`src/rtl/stp_seq_pkg.sv`:
```
package stp_seq_pkg;
  typedef enum logic [2:0] {
    ST_IDLE, // bus free, both lines released
    ST_STA,  // START: SDA low, SCL released
    ST_WAIT, // SCL held low after a byte or a START
    ST_BLO,  // byte clock, low phase
    ST_BHI,  // byte clock, high phase
    ST_PLO,  // STOP: SDA low, SCL low
    ST_PHI   // STOP: SDA low, SCL released, setup count
  } seq_st_t;
endpackage

```
`src/rtl/stp_req_flag.sv`:
```
module stp_req_flag (
  input  logic clk,
  input  logic rst_n,
  input  logic en_i,
  input  logic master_i,
  input  logic sta_req_i,
  input  logic stp_wr_i,
  input  logic arb_lost_i,
  input  logic stop_det_i,
  input  logic rel_i,
  output logic pend_o,
  output logic stp_o
);
  logic accept, clr, fresh;

  assign accept = stp_wr_i & master_i & en_i & ~sta_req_i & ~pend_o;
  assign clr    = arb_lost_i | stop_det_i | rel_i | ~en_i;

  always_ff @(posedge clk or negedge rst_n) begin
    if (!rst_n) begin
      pend_o <= 1'b0;
      fresh  <= 1'b0;
    end else begin
      if (clr)         pend_o <= 1'b0;
      else if (accept) pend_o <= 1'b1;
      fresh <= accept & ~clr;
    end
  end

  // invalid while disabled, and masked in the cycle after the write
  assign stp_o = pend_o & en_i & ~fresh;
endmodule

```
`src/rtl/stp_phase_tmr.sv`:
```
module stp_phase_tmr #(
  parameter int CNT_W = 3
) (
  input  logic             clk,
  input  logic             rst_n,
  input  logic             load_i,
  input  logic [CNT_W-1:0] load_val_i,
  input  logic             dec_i,
  output logic             last_o
);
  logic [CNT_W-1:0] cnt;

  always_ff @(posedge clk or negedge rst_n) begin
    if (!rst_n)                      cnt <= '0;
    else if (load_i)                 cnt <= load_val_i;
    else if (dec_i && cnt != '0)     cnt <= cnt - 1'b1;
  end

  assign last_o = (cnt == CNT_W'(1));
endmodule

```
`src/rtl/stp_bus_fsm.sv`:
```
module stp_bus_fsm
  import stp_seq_pkg::*;
#(
  parameter int HALF_CYC  = 4,
  parameter int SETUP_CYC = 4,
  parameter int CNT_W     = 3
) (
  input  logic             clk,
  input  logic             rst_n,
  input  logic             en_i,
  input  logic             master_i,
  input  logic             wait9_i,
  input  logic             sta_req_i,
  input  logic             wrel_i,
  input  logic             tx_load_i,
  input  logic             sda_bit_i,
  input  logic             arb_lost_i,
  input  logic             rel_i,
  input  logic             scl_i,
  input  logic             pend_i,
  input  logic             tmr_last_i,
  output logic             tmr_load_o,
  output logic [CNT_W-1:0] tmr_val_o,
  output logic             tmr_dec_o,
  output logic             scl_oe_o,
  output logic             sda_oe_o,
  output logic             tx_o,
  output seq_st_t          st_o
);
  localparam logic [3:0] LAST_DATA = 4'd8;
  localparam logic [3:0] ACK_CLK   = 4'd9;

  seq_st_t    st, st_n;
  logic [3:0] bitn, bitn_n;
  logic       pos9, pos9_n, tx, tx_n;
  logic       abort, done;

  assign abort = arb_lost_i | rel_i | ~en_i;

  // high phases advance only while SCL is really high (stretching)
  always_comb begin
    case (st)
      ST_STA, ST_BLO, ST_PLO: tmr_dec_o = 1'b1;
      ST_BHI, ST_PHI:         tmr_dec_o = scl_i;
      default:                tmr_dec_o = 1'b0;
    endcase
  end
  assign done = tmr_last_i & tmr_dec_o;

  always_comb begin
    st_n   = st;
    bitn_n = bitn;
    pos9_n = pos9;
    tx_n   = tx;
    if (abort) begin
      st_n = ST_IDLE;
      tx_n = 1'b0;
    end else begin
      case (st)
        ST_IDLE: if (sta_req_i && master_i) st_n = ST_STA;
        ST_STA: if (done) begin
          st_n   = ST_WAIT;
          pos9_n = 1'b1;
          tx_n   = 1'b0;
        end
        ST_WAIT: begin
          if (pend_i) st_n = ST_PLO;
          else if (tx_load_i || wrel_i) begin
            st_n = ST_BLO;
            if (pos9) begin
              bitn_n = 4'd1;
              tx_n   = tx_load_i;  // wait release after 9th ends transmit
            end else begin
              bitn_n = ACK_CLK;
            end
          end
        end
        ST_BLO: if (done) st_n = ST_BHI;
        ST_BHI: if (done) begin
          if (bitn == LAST_DATA && !wait9_i) begin
            st_n   = ST_WAIT;
            pos9_n = 1'b0;
          end else if (bitn == ACK_CLK) begin
            st_n   = ST_WAIT;
            pos9_n = 1'b1;
          end else begin
            st_n   = ST_BLO;
            bitn_n = bitn + 4'd1;
          end
        end
        ST_PLO: if (done) st_n = ST_PHI;
        ST_PHI: if (done) begin
          st_n = ST_IDLE;
          tx_n = 1'b0;
        end
        default: st_n = ST_IDLE;
      endcase
    end
  end

  always_ff @(posedge clk or negedge rst_n) begin
    if (!rst_n) begin
      st   <= ST_IDLE;
      bitn <= '0;
      pos9 <= 1'b1;
      tx   <= 1'b0;
    end else begin
      st   <= st_n;
      bitn <= bitn_n;
      pos9 <= pos9_n;
      tx   <= tx_n;
    end
  end

  assign tmr_load_o = (st_n != st);
  assign tmr_val_o  = (st_n == ST_PHI) ? CNT_W'(SETUP_CYC) : CNT_W'(HALF_CYC);

  always_comb begin
    scl_oe_o = 1'b0;
    sda_oe_o = 1'b0;
    case (st)
      ST_STA: sda_oe_o = 1'b1;
      ST_WAIT: scl_oe_o = 1'b1;
      ST_BLO, ST_BHI: begin
        scl_oe_o = (st == ST_BLO);
        if (bitn == ACK_CLK) sda_oe_o = ~tx & ~sda_bit_i;
        else                 sda_oe_o = tx & ~sda_bit_i;
      end
      ST_PLO: begin
        scl_oe_o = 1'b1;
        sda_oe_o = 1'b1;
      end
      ST_PHI: sda_oe_o = 1'b1;
      default: ;
    endcase
  end

  assign tx_o = tx;
  assign st_o = st;
endmodule

```
`src/rtl/i2c_stop_seq.sv`:
```
module i2c_stop_seq
  import stp_seq_pkg::*;
#(
  parameter int HALF_CYC  = 4,
  parameter int SETUP_CYC = 4
) (
  input  logic clk,
  input  logic rst_n,
  input  logic en_i,
  input  logic master_i,
  input  logic wait9_i,
  input  logic sta_req_i,
  input  logic stp_wr_i,
  input  logic wrel_i,
  input  logic tx_load_i,
  input  logic sda_bit_i,
  input  logic arb_lost_i,
  input  logic stop_det_i,
  input  logic rel_i,
  input  logic scl_i,
  output logic scl_oe_o,
  output logic sda_oe_o,
  output logic stp_o,
  output logic tx_o
);
  localparam int MAX_CYC = (HALF_CYC > SETUP_CYC) ? HALF_CYC : SETUP_CYC;
  localparam int CNT_W   = $clog2(MAX_CYC + 1);

  logic             stp_pend;
  logic             tmr_load, tmr_dec, tmr_last;
  logic [CNT_W-1:0] tmr_val;
  seq_st_t          st_q;

  stp_req_flag u_flag (
    .clk(clk), .rst_n(rst_n), .en_i(en_i), .master_i(master_i),
    .sta_req_i(sta_req_i), .stp_wr_i(stp_wr_i), .arb_lost_i(arb_lost_i),
    .stop_det_i(stop_det_i), .rel_i(rel_i), .pend_o(stp_pend), .stp_o(stp_o)
  );

  stp_phase_tmr #(.CNT_W(CNT_W)) u_tmr (
    .clk(clk), .rst_n(rst_n), .load_i(tmr_load), .load_val_i(tmr_val),
    .dec_i(tmr_dec), .last_o(tmr_last)
  );

  stp_bus_fsm #(.HALF_CYC(HALF_CYC), .SETUP_CYC(SETUP_CYC), .CNT_W(CNT_W)) u_fsm (
    .clk(clk), .rst_n(rst_n), .en_i(en_i), .master_i(master_i),
    .wait9_i(wait9_i), .sta_req_i(sta_req_i), .wrel_i(wrel_i),
    .tx_load_i(tx_load_i), .sda_bit_i(sda_bit_i), .arb_lost_i(arb_lost_i),
    .rel_i(rel_i), .scl_i(scl_i), .pend_i(stp_pend), .tmr_last_i(tmr_last),
    .tmr_load_o(tmr_load), .tmr_val_o(tmr_val), .tmr_dec_o(tmr_dec),
    .scl_oe_o(scl_oe_o), .sda_oe_o(sda_oe_o), .tx_o(tx_o), .st_o(st_q)
  );
endmodule

```
`config.mk`:
```
export PLATFORM = sky130hd
export DESIGN_NAME = i2c_stop_seq
export DESIGN_NICKNAME = d
export VERILOG_FILES = /design/src/rtl/stp_seq_pkg.sv /design/src/rtl/stp_req_flag.sv /design/src/rtl/stp_phase_tmr.sv /design/src/rtl/stp_bus_fsm.sv /design/src/rtl/i2c_stop_seq.sv
export SDC_FILE = /design/constraint.sdc
export NUM_CORES = 1
export LEC_CHECK = 0
export BUFFER_PORTS_ARGS = -buffer_cell sky130_fd_sc_hd__buf_2
export CORE_MARGIN = 5
export CORE_UTILIZATION = 46
export DETAILED_ROUTE_END_ITERATION = 8
export PLACE_DENSITY = 0.74
export SLEW_MARGIN = 20
export SYNTH_ARGS = -nofsm -noshare
export SYNTH_HDL_FRONTEND = slang
export SYNTH_SLANG_ARGS = --single-unit
```
`constraint.sdc`:
```
create_clock -name clk -period 4.5 [get_ports clk]
set_input_delay 0.45 -clock clk [delete_from_list [all_inputs] [get_ports clk]]
set_output_delay 0.45 -clock clk [all_outputs]
set_load 0.02 [all_outputs]
```
* After elaboration in Yosys (flattened, before gate mapping)
Index checks and enable logic that the tools add are counted.
** Operators by class
- Add/subtract/negate cells :: 2
- Reductions and logical operators :: 21
- Mux-type cells :: 38
- Eq/ne operators :: 21
- Bitwise operators :: 23
** Operators with widths (number)
- $mux 3 :: 12
- $mux 4 :: 6
- $pmux 3 s7 :: 1
- $mux 1 :: 13
- $ne 3x1->1 const B :: 4
- $and 1x1->1 :: 10
- $pmux 1 s2 :: 5
- $reduce_and 5->1 :: 2
- $eq 3x3->1 const B :: 3
- $eq 4x4->1 const B :: 2
- $not 1->1 :: 8
- $pmux 4 s2 :: 1
- $reduce_bool 2->1 :: 4
- $reduce_or 2->1 :: 4
- $reduce_and 7->1 :: 1
- $eq 3x1->1 const B :: 2
- $eq 3x2->1 const B :: 2
- $ne 2x1->1 const B :: 3
- $ne 2x2->1 const B :: 3
- $reduce_bool 3->1 :: 2
- $reduce_or 3->1 :: 2
- $or 1x1->1 :: 5
- $add 4x1->4 const B :: 1
- $logic_and 1x1->1 :: 3
- 6 further kinds :: 6
** Word-level totals
- Output and inout bits :: 4
- Bits in registers :: 14
- Bits of input ports :: 14

* Longest topological paths before layout
- Depth after elaboration :: 9
- Gate-level depth with buffers :: 7
- Gate-level depth less buffers :: 6

* Hierarchy
Synthesis repeated with hierarchy kept, for this count alone.
** Unflattened totals
- Cells, all modules :: 155
- Area, all modules :: 1217.4 sq um
** By module, submodules not included
- stp_bus_fsm :: cells each 122, area an instance 900.9 sq um, sequential area each 226.5 sq um, times used 1
- stp_phase_tmr :: cells each 24, area an instance 221.5 sq um, sequential area each 75.1 sq um, times used 1
- stp_req_flag :: cells each 9, area an instance 95.1 sq um, sequential area each 50.0 sq um, times used 1

* Worst setup path before layout
Ideal clock, no wire load.
- Kind :: reg-to-output
- Start :: reg u_fsm.bitn[1]
- End :: out sda_oe_o
- Path slack :: 2.761 ns
- Stages on the path, launching flop included :: 7
- Arrival :: 1.289 ns
- Path through :: dfrtp_1 -> inv_1 -> ha_1 -> nand3b_1 -> xor2_1 -> a211o_1 -> o211ai_1
** Between the ends
- Cells in the longest elaborated chain, start to end :: 3
** RTL lines
- start, declared :: line stp_bus_fsm.sv:34 : logic [3:0] bitn, bitn_n;
- start signal, assigned :: line stp_bus_fsm.sv:109 : bitn <= bitn_n;
- $eq 4x4->1 :: line stp_bus_fsm.sv:126 : if (bitn == ACK_CLK) sda_oe_o = ~tx & ~sda_bit_i;
- $mux 1 :: line stp_bus_fsm.sv:126
- $pmux 1 s2 :: line stp_bus_fsm.sv:121 : case (st)
- end, declared :: line i2c_stop_seq.sv:22 : output logic sda_oe_o,
Every way passes these cells.

* Worst setup path in the final report
Same ends and word-level chain as after synthesis.

==> flow_metrics.env <==
export IMPL_outcome="finished, final reports clean"
export IMPL_fin_crit_sh=0.484
export IMPL_max_slew_margin_rel=0.644
export IMPL_post_cts_setup_driven_buffer_insertion_count=0
export IMPL_cts_inserted_buffers=3
export IMPL_synthesis_instances=128
export IMPL_synth_flop_cell="sky130_fd_sc_hd__dfrtp_1"
export IMPL_detail_route_vias_per_cell=6.17
export IMPL_critPathLaunchType="register"
export IMPL_cts_hold_repair_buffers=0
export IMPL_post_synth_cell_area_avg_sq_um=8.64
export IMPL_htree_num_levels=1
export IMPL_rsz0062_at_grt="false"
export IMPL_fin_area_sq_um=1240
export IMPL_asyncSetResetFlopFracSynth=1.00
export IMPL_cp_end_kind="primary output"
export IMPL_synth_top_cells_by_area="sky130_fd_sc_hd__dfrtp_1 (29%), sky130_fd_sc_hd__ha_1 (6.8%), sky130_fd_sc_hd__nor2_1 (3.4%)"
export IMPL_cpLargestDelayFamily="flip-flops"
export IMPL_finalSetupViolations=0
export IMPL_placement_setup_worst_slack_ns=2.64
export IMPL_worstSkewPairLatency_ns=0.29
export IMPL_slew_viol_final=0
export IMPL_grt_start_max_net_pins=18
export IMPL_netlist_cell_type_count=49
export IMPL_final_core_utilization=0.551
export IMPL_gp_routability_congestion=0.846
export IMPL_timing_critical_path_cells="inv_1 > ha_1 > nand3b_1 > xor2_1 > a211o_1 > o211ai_1 > buf_2"
export IMPL_setup_ws_ns=2.32
export IMPL_antenna_found_initial=0
export IMPL_placeableCoreArea_sq_um=2250
export IMPL_synth_area_sq_um=1110
export IMPL_die_h_microns=59.0
export IMPL_cap_violations=0
export IMPL_max_slew_worst_pin_slew_ns=0.534
export IMPL_period_needed_ns=2.18
export IMPL_grt_usage=0.150
export IMPL_cpMaxStageDelayCell="sky130_fd_sc_hd__dfrtp_1"
export IMPL_detail_route_wirelength_microns=2570
export IMPL_starting_density=0.491
export IMPL_syn_nets=148
export IMPL_finish_net_count=165
export IMPL_worstPathMaxFanout=4
export IMPL_rows=17
export IMPL_crit_path_kind="reg -> out"
export IMPL_first_global_vias=891
export IMPL_slowest_delay_ns=0.42
export IMPL_fp_dieW_microns=59.0
export IMPL_yosys_area_top_type="sky130_fd_sc_hd__dfrtp_1"
export IMPL_worstHoldPathType="in -> async"
export IMPL_vdd_ir_drop_max_mv=0.303
export IMPL_netlist_area_leader_share=0.294
export IMPL_cp_data_required_time_ns=4.05
export IMPL_grt_pass1_wl_microns=4040
export IMPL_antennaDiodeCount=0
export IMPL_crit_buf_inv=2
export IMPL_post_synth_edffs=0
export IMPL_drt_pass1_iterations=4
export IMPL_route_detailed_wl_per_inst_microns=14.9
export IMPL_antenna_left=0
export IMPL_number_of_warnings_printed_during_yosys_synthesis=0
export IMPL_clock_tree_root_cell="sky130_fd_sc_hd__clkbuf_4"
export IMPL_most_common_cell_in_the_netlist="sky130_fd_sc_hd__dfrtp_1"
export IMPL_area_of_the_die_sq_um=3490
export IMPL_achievable_frequency_ghz=0.459
export IMPL_synth_top_cells_by_count="sky130_fd_sc_hd__dfrtp_1 (13), sky130_fd_sc_hd__nor2_1 (10), sky130_fd_sc_hd__inv_1 (9), sky130_fd_sc_hd__nand2_1 (9), sky130_fd_sc_hd__a21oi_1 (7)"
export IMPL_finClkSkew_ns=0.00366
export IMPL_timing_final_hold_violations=0
export IMPL_leakagePower_nw=0.538
export IMPL_post_cts_resize_count=0
export IMPL_syn2layout_area_growth_pct=12.3
export IMPL_io_pins=18
export IMPL_port_buffers=17
export IMPL_drc=0
export IMPL_final_hold_worst_slack_ns=0.0414
export IMPL_power_density_cell_area_nw_per_um2=266
export IMPL_tritoncts_clock_tree="built"
export IMPL_path_clk_slew_ns=0.09
export IMPL_max_clock_path_buffers=2
export IMPL_fin_tns_setup_ns=0
export IMPL_clock_sinks=14
export IMPL_yosys_register_bits=14
export IMPL_grt_overflow=0
export IMPL_drt_iter0_markers=35
export IMPL_fill_cells=238
export IMPL_routed_via_count=1061
export IMPL_total_half_perimeter_wirelength_after_legalization_and_detailed_placement_microns=1930
export IMPL_critical_path_arrival_ns=1.73
export IMPL_final_layout_size_suffix_gt1_frac=0.181
export IMPL_synth_sequential_area_ratio=0.318
export IMPL_placed_area_sq_um=1210
==> per-layer routing <==
metal | vias up | GRT usage | part of all wire | wire, microns
met3 | 5 | 0.0458 | 0.065 | 168
met5 | - | 0 | 0 | 0
li1 | 516 | - | - | -
met4 | 0 | 0.0291 | 0.0090 | 23
met2 | 31 | 0.241 | 0.47 | 1210
met1 | 509 | 0.199 | 0.46 | 1170
==> worst paths after layout <==
kind	start	end	slack, ns	cells past startpoint
max	u_fsm.bitn[1]	sda_oe_o	2.32	7
min	rst_n	u_fsm.bitn[0]	0.04	1
max reg2reg	u_fsm.st_o[2]	u_fsm.bitn[2]	2.62	4
min reg2reg	u_flag.pend_o	u_flag.fresh	0.56	1
max in group asynchronous	rst_n	u_fsm.pos9	4.16	1
min in group clk	stop_det_i	u_flag.pend_o	0.31	2
==> sequential cells by signal, indices dropped and copies added, names as in the netlist <==
signal,flops
u_fsm.bitn,4
u_flag.fresh,1
u_fsm.pos9,1
u_tmr.cnt,3
u_flag.pend_o,1
u_fsm.st_o,3
u_fsm.tx_o,1
==> where the power goes <==
group,switching (W),internal [W],leakage (nW)
Combinational,0.0000480,0.0000371,0.336
Sequential,0.0000113,0.000139,0.181
Clock,0.0000456,0.0000494,0.0210
==> cells by family after synthesis <==
logic type | count (synthesis) | synth area share
XOR/XNOR | 2 | 0.0158
multiplexers | 3 | 0.0272
AND/OR/NAND/NOR | 53 | 0.285
AO/OA/AOI/OAI | 36 | 0.238
buffers and inverters | 14 | 0.0486
flip-flops | 14 | 0.318
adder cells (fa/ha/maj) | 6 | 0.0679
==> layout make-up <==
class	instances	area, sq um	area share
multi-input combinational	100	701	0.564
sequential	14	352	0.283
tap	28	35.0	0.0282
inverter	9	33.8	0.0272
timing repair buffer	17	85.1	0.0685
clock buffer	4	36.3	0.0292
==> cells in the final DEF, fill, tap and decap left out, drive strengths merged, types with 2 or more instances in the layout <==
cell	instances
o21ai	4
nand2	9
nor2	10
nand2b	3
nand3b	2
clkbuf	4
mux2i	3
inv	9
nor2b	4
o211ai	5
dfrtp	13
o311ai	2
o31ai	2
nor3b	4
a31oi	3
a21oi	7
and3	2
nand3	5
buf	17
o2111ai	2
ha	6
nand4b	2
nand4	2
nor4	3
==> stage by stage <==
step	std cells	power, W
floorplan	128	0.000212
global placement	168	0.000233
detailed placement	168	0.000238
CTS	172	0.000334
global route	172	0.000355
finish	172	0.000330
(Power assumes the default switching activity.)
